### src/rtl/ivu_pkg.sv
package ivu_pkg;
  localparam int unsigned NUM_IRQ = 3;

  typedef enum logic [1:0] {
    SRC_BOOT = 2'd0,
    SRC_EXT  = 2'd1,
    SRC_TMR0 = 2'd2,
    SRC_TMR1 = 2'd3
  } vec_src_e;
endpackage

### src/rtl/ivu_pend_latch.sv
module ivu_pend_latch #(
  parameter int unsigned N = 3
) (
  input  logic         clk,
  input  logic         rst,
  input  logic [N-1:0] req,
  input  logic [N-1:0] clr,
  input  logic [N-1:0] taken,
  output logic [N-1:0] pend
);
  logic [N-1:0] req_q;

  for (genvar i = 0; i < N; i++) begin : g_bit
    logic rise;
    assign rise = req[i] & ~req_q[i];

    always_ff @(posedge clk) begin
      if (rst) begin
        req_q[i] <= 1'b0;
        pend[i]  <= 1'b0;
      end else begin
        req_q[i] <= req[i];
        // a fresh edge outranks both software clear and service
        pend[i]  <= (pend[i] & ~clr[i] & ~taken[i]) | rise;
      end
    end
  end
endmodule

### src/rtl/ivu_prio_arb.sv
module ivu_prio_arb #(
  parameter int unsigned N = 3
) (
  input  logic [N-1:0] elig,
  output logic [N-1:0] grant,
  output logic         any
);
  logic [N:0] blocked;
  assign blocked[0] = 1'b0;

  for (genvar i = 0; i < N; i++) begin : g_chain
    assign grant[i]     = elig[i] & ~blocked[i];
    assign blocked[i+1] = blocked[i] | elig[i];
  end

  assign any = blocked[N];
endmodule

### src/rtl/ivu_vec_gen.sv
module ivu_vec_gen #(
  parameter int unsigned N           = 3,
  parameter int unsigned PC_W        = 13,
  parameter int unsigned BANK_W      = 3,
  parameter int unsigned VEC_SPACING = 4,
  parameter logic [N-1:0] BANK_REL   = 3'b110
) (
  input  logic [N-1:0]      grant,
  input  logic [BANK_W-1:0] cur_bank,
  output logic [PC_W-1:0]   pc,
  output logic [BANK_W-1:0] bank,
  output logic [1:0]        src
);
  logic [N-1:0][PC_W-1:0]   pc_term;
  logic [N-1:0][BANK_W-1:0] bank_term;
  logic [N-1:0][1:0]        src_term;

  for (genvar i = 0; i < N; i++) begin : g_src
    localparam logic [PC_W-1:0] ENTRY = PC_W'(VEC_SPACING * (i + 1));
    localparam logic [1:0]      CODE  = 2'(i + 1);
    assign pc_term[i]   = grant[i] ? ENTRY : '0;
    assign src_term[i]  = grant[i] ? CODE : 2'd0;
    if (BANK_REL[i]) begin : g_rel
      assign bank_term[i] = grant[i] ? cur_bank : '0;
    end else begin : g_abs
      assign bank_term[i] = '0;
    end
  end

  always_comb begin
    pc   = '0;
    bank = '0;
    src  = 2'd0;
    for (int k = 0; k < N; k++) begin
      pc   = pc | pc_term[k];
      bank = bank | bank_term[k];
      src  = src | src_term[k];
    end
  end
endmodule

### src/rtl/irq_vector_unit.sv
module irq_vector_unit #(
  parameter int unsigned PC_W        = 13,
  parameter int unsigned BANK_W      = 3,
  parameter int unsigned VEC_SPACING = 4,
  parameter logic [2:0]  BANK_REL    = 3'b110
) (
  input  logic              clk,
  input  logic              rst,
  input  logic [2:0]        irq_req,
  input  logic [2:0]        irq_en,
  input  logic              gie_wr,
  input  logic              gie_wdata,
  input  logic [2:0]        pend_clr,
  input  logic              stack_full,
  input  logic              tbl_busy,
  input  logic [PC_W-1:0]   cur_pc,
  input  logic [BANK_W-1:0] cur_bank,
  output logic              vec_take,
  output logic [1:0]        vec_src,
  output logic [PC_W-1:0]   vec_pc,
  output logic [BANK_W-1:0] vec_bank,
  output logic              push_req,
  output logic [PC_W-1:0]   push_pc,
  output logic [BANK_W-1:0] push_bank,
  output logic              gie,
  output logic [2:0]        pend
);
  import ivu_pkg::*;
  localparam int unsigned N = NUM_IRQ;

  logic              boot_q;
  logic [N-1:0]      elig;
  logic [N-1:0]      grant;
  logic              any_elig;
  logic              take_ok;
  logic [N-1:0]      taken;
  logic [PC_W-1:0]   gen_pc;
  logic [BANK_W-1:0] gen_bank;
  logic [1:0]        gen_src;

  ivu_pend_latch #(.N(N)) u_pend (
    .clk   (clk),
    .rst   (rst),
    .req   (irq_req),
    .clr   (pend_clr),
    .taken (taken),
    .pend  (pend)
  );

  assign elig = pend & irq_en;

  ivu_prio_arb #(.N(N)) u_arb (
    .elig  (elig),
    .grant (grant),
    .any   (any_elig)
  );

  ivu_vec_gen #(
    .N(N), .PC_W(PC_W), .BANK_W(BANK_W),
    .VEC_SPACING(VEC_SPACING), .BANK_REL(BANK_REL)
  ) u_gen (
    .grant    (grant),
    .cur_bank (cur_bank),
    .pc       (gen_pc),
    .bank     (gen_bank),
    .src      (gen_src)
  );

  assign take_ok = any_elig & gie & ~stack_full & ~tbl_busy & ~boot_q;
  assign taken   = grant & {N{take_ok}};

  always_ff @(posedge clk) begin
    if (rst) begin
      boot_q    <= 1'b1;
      vec_take  <= 1'b0;
      vec_src   <= SRC_BOOT;
      vec_pc    <= '0;
      vec_bank  <= '0;
      push_req  <= 1'b0;
      push_pc   <= '0;
      push_bank <= '0;
      gie       <= 1'b0;
    end else begin
      boot_q   <= 1'b0;
      vec_take <= boot_q | take_ok;
      push_req <= take_ok;
      if (boot_q) begin
        vec_src  <= SRC_BOOT;
        vec_pc   <= '0;
        vec_bank <= '0;
      end else if (take_ok) begin
        vec_src   <= gen_src;
        vec_pc    <= gen_pc;
        vec_bank  <= gen_bank;
        push_pc   <= cur_pc;
        push_bank <= cur_bank;
      end
      if (take_ok)     gie <= 1'b0;
      else if (gie_wr) gie <= gie_wdata;
    end
  end
endmodule

### config.mk
export PLATFORM = sky130hd
export DESIGN_NAME = irq_vector_unit
export DESIGN_NICKNAME = d
export VERILOG_FILES = /design/src/rtl/ivu_pkg.sv /design/src/rtl/ivu_pend_latch.sv /design/src/rtl/ivu_prio_arb.sv /design/src/rtl/ivu_vec_gen.sv /design/src/rtl/irq_vector_unit.sv
export SDC_FILE = /design/constraint.sdc
export NUM_CORES = 1
export LEC_CHECK = 0
export BUFFER_PORTS_ARGS = -buffer_cell sky130_fd_sc_hd__buf_2
export CAP_MARGIN = 20
export CELL_PAD_IN_SITES_DETAIL_PLACEMENT = 1
export CELL_PAD_IN_SITES_GLOBAL_PLACEMENT = 1
export CORE_ASPECT_RATIO = 1.4
export CORE_UTILIZATION = 34
export DETAILED_ROUTE_END_ITERATION = 16
export MAX_ROUTING_LAYER = met4
export PLACE_DENSITY_LB_ADDON = 0.1
export SLEW_MARGIN = 10
export SYNTH_ARGS = -nofsm -noshare
export SYNTH_HDL_FRONTEND = slang
export SYNTH_SLANG_ARGS = --single-unit
### constraint.sdc
create_clock -name clk -period 2.8 [get_ports clk]
set_input_delay 0 -clock clk [delete_from_list [all_inputs] [get_ports clk]]
set_output_delay 0 -clock clk [all_outputs]
set_load 0.03 [all_outputs]
==> key figures <==
Pwr
  • Sw power: 0.224 mW
  • Switch share: 25.0%
  • Worst VDD drop: 0.000375 V
  • Sequential share of power: 51.0%
  • Clock power frac: 35.1%
  • Logic pwr share: 13.9%
  • Internal Power: 0.673 mW
  • Power per cell area: 467 mW/mm^2
  • LEAKAGE: 0.869 nW

GRT
  • Met1 usage: 17.9%
  • Number of global-route vias before repair: 1,252
  • GRT overflow: 0
  • First-pass GRT wire length: 5.71 mm
  • Largest net degree at the start of global routing: 44
  • M3 GR Usage: 4.89%
  • Gr usage total: 17.6%
  • Most used routing layer: met2
  • Initial antenna violation count: 0
  • Grt met2 use: 31.6%

Clocking
  • Worst skew pair latency: 270 ps
  • Clock root cell: clkbuf_8
  • Post_cts resized: 0
  • Clk sinks: 31
  • TritonCTS Buffers: 5
  • H-tree levels: 2
  • Maximum root-to-sink buffer count: 2
  • CTS tree: done
  • Clock slew at reported path FFs: 60 ps
  • Post-CTS Setup Bufs: 0
  • Post-CTS Hold Fix Bufs: 19

Floorplan
  • Die footprint: 0.00430 mm^2
  • # rows: 27
  • Num ports: 71
  • Chip height: 77.2 um
  • Die W: 55.7 um
  • Initial Util: 35.3%
  • Core Region: 0.00388 mm^2

Logic synthesis
  • Compound-Gate Fraction of Synth Area: 7.29%
  • Mapped Cells: 141
  • Mean area per synthesized cell: 9.73 um^2
  • Synth area leaders: dfxtp_1, nand2b_1, mux2i_1, buf_4, o2bb2ai_1
  • Synth Area in Simple Gates: 24.5%
  • Synth warnings: 0
  • Xor/xnor share of the synthesized area: 0%
  • Post-synthesis mux area share: 12.4%
  • Share of Yosys cell area claimed by the top area cell type: 45.2%
  • Register bit total from synthesis: 31
  • Synth unique cells: 27
  • Register area share after synthesis: 45.2%
  • Post-synth top area cell: dfxtp_1
  • Synth Cell Area: 0.00137 mm^2
  • Largest family of logic cells by synthesized area: simple AND/OR/NAND/NOR gates
  • Synth Area in Adders: 0%

Timing
  • Final setup fails: 0
  • Max Slew Vio Count: 0
  • Period minus WS final: 1650 ps
  • Fmax: 605 MHz
  • Fin crit share: 59.0%
  • Final setup skew: 3.64 ps
  • Slew HR: 60.9%
  • Setup TNS: 0 ps
  • Unrepaired setup endpoints after global routing: no
  • Final Hold Fails: 0
  • Slew @ Worst Pin: 578 ps

Outcome
  • Status: completed

Critical path
  • Crit path launch type: flip-flop
  • Crit path DAT: 1820 ps
  • Crit-path max FO: 6
  • Critical R2R Launch: gie
  • Crit Path Category: flip-flop to flip-flop
  • Reg2reg setup slack: 1150 ps
  • FF-to-FF path depth: 3
  • Critical Path RT: 2970 ps
  • Reg-to-Reg End: u_pend.pend[1]
  • Critical path capture point type: flip-flop

Cells and area
  • Most frequent cells in the layout: buf_2, nand2b_1, dfxtp_1, dlygate4sd3_1, mux2i_1
  • Finished Cell Area: 0.00192 mm^2
  • Commonest non-fill, non-tap cell in the layout: buf_2
  • Final Net Count: 250
  • # diodes: 0
  • Layout cell share with drive strength beyond 1: 31.7%
  • Area grow syn2layout: 39.8%

Route
  • WL/cell: 13.0 um
  • Vias per inst: 4.66
  • ANT nets after route: 0
  • 1st-iter DRT viols: 12
  • Total wire length: 3.39 mm
  • DRC Markers: 0
  • Number of vias in the routed layout: 1,215
  • Pre-antenna DRT Iters: 4

Min path
  • Hold Path Class: input pin to flip-flop
  • Worst Hold Path EP: gie
  • Min-Delay Startpoint: gie_wdata
  • Worst hold stages: 3

Placed design
  • Detailed placement HPWL: 2.36 mm
  • Count of port buffers added during placement: 59
  • Placed Area: 0.00166 mm^2
  • Gpl congestion: 0.699

Job
  • Maximum capacitance violations: 0
==> metrics by stage <==
step | cells | hold WS (ps) | util (%) | total power, mW | worst slack (ps)
after floorplan | 151 | 27.7 | - | 0.544 | 1000
after global placement | 236 | 221 | 42.6 | 0.567 | 1180
after detailed placement | 236 | 229 | 42.6 | 0.571 | 1160
after CTS | 261 | 36.8 | 49.4 | 0.908 | 1150
after global routing | 261 | 51.9 | 49.4 | 0.937 | 1080
final | 261 | 40.2 | 49.4 | 0.896 | 1150
==> worst max path at each step <==
| stage | start | endpoint | slack, ps | cells past startpoint |
|---|---|---|---|---|
| 2_1_floorplan | gie | u_pend.pend[1] | 1000 | 3 |
| 3_3_place_gp | gie | u_pend.pend[1] | 1180 | 3 |
| 3_5_place_dp | gie | u_pend.pend[1] | 1160 | 3 |
| 4_1_cts | gie | u_pend.pend[1] | 1150 | 3 |
| 5_1_grt | gie | vec_bank[1] | 1080 | 3 |
| 6_report | gie | u_pend.pend[1] | 1150 | 3 |
==> cells in the mapped netlist (all sizes together) <==
cell type	instances
a21oi	2
a222oi	1
a22o	1
a22oi	1
a32o	2
and2	1
buf	15
clkbuf	4
conb	1
dfxtp	31
inv	5
mux2i	17
nand2	6
nand2b	32
nand4b	1
nor2	4
nor2b	3
nor3	3
nor3b	1
nor4b	2
o211a	1
o2bb2ai	3
o31ai	1
or2	1
or3b	1
or4	1
==> power groups by stage <==
stage	Clock [mW]	Combinational, mW	Sequential, mW
after global routing	0.343	0.135	0.458
after CTS	0.326	0.125	0.457
after global placement	0	0.101	0.466
final	0.314	0.125	0.457
after floorplan	0	0.0663	0.478
after detailed placement	0	0.104	0.467
==> cell families after synthesis <==
logic type | after synthesis
other | 1
and+or+nand+nor | 56
DFF | 31
AOI/OAI and AO/OA | 12
muxes | 17
buffers and inverters | 24
==> routing by layer <==
layer / wire (um) / up-vias
li1: - / 598
met1: 1280 / 570
met2: 1880 / 41
met3: 163 / 6
met4: 55 / 0
met5: 0 / -
==> state kept, by name, summed over array words and instances (netlist names), 2 cells and up <==
register,count
push_bank,3
push_pc,13
u_pend.pend,3
u_pend.req_q,3
vec_bank,3
vec_pc,2
==> critical path, cell delays in order (launching register included) <==
cell,delay (ps)
dfxtp_1,360
or3b_4,430
or4_1,510
a32o_1,250
==> cell type report <==
cell class	instances	area [um^2]
clock buffer	6	72.6
fill	466	1970
inverter	5	18.8
multi-input combinational	96	653
sequential	31	621
tap	43	53.8
timing repair buffer	80	500
Note: power is estimated with default switching activity, not from simulation.
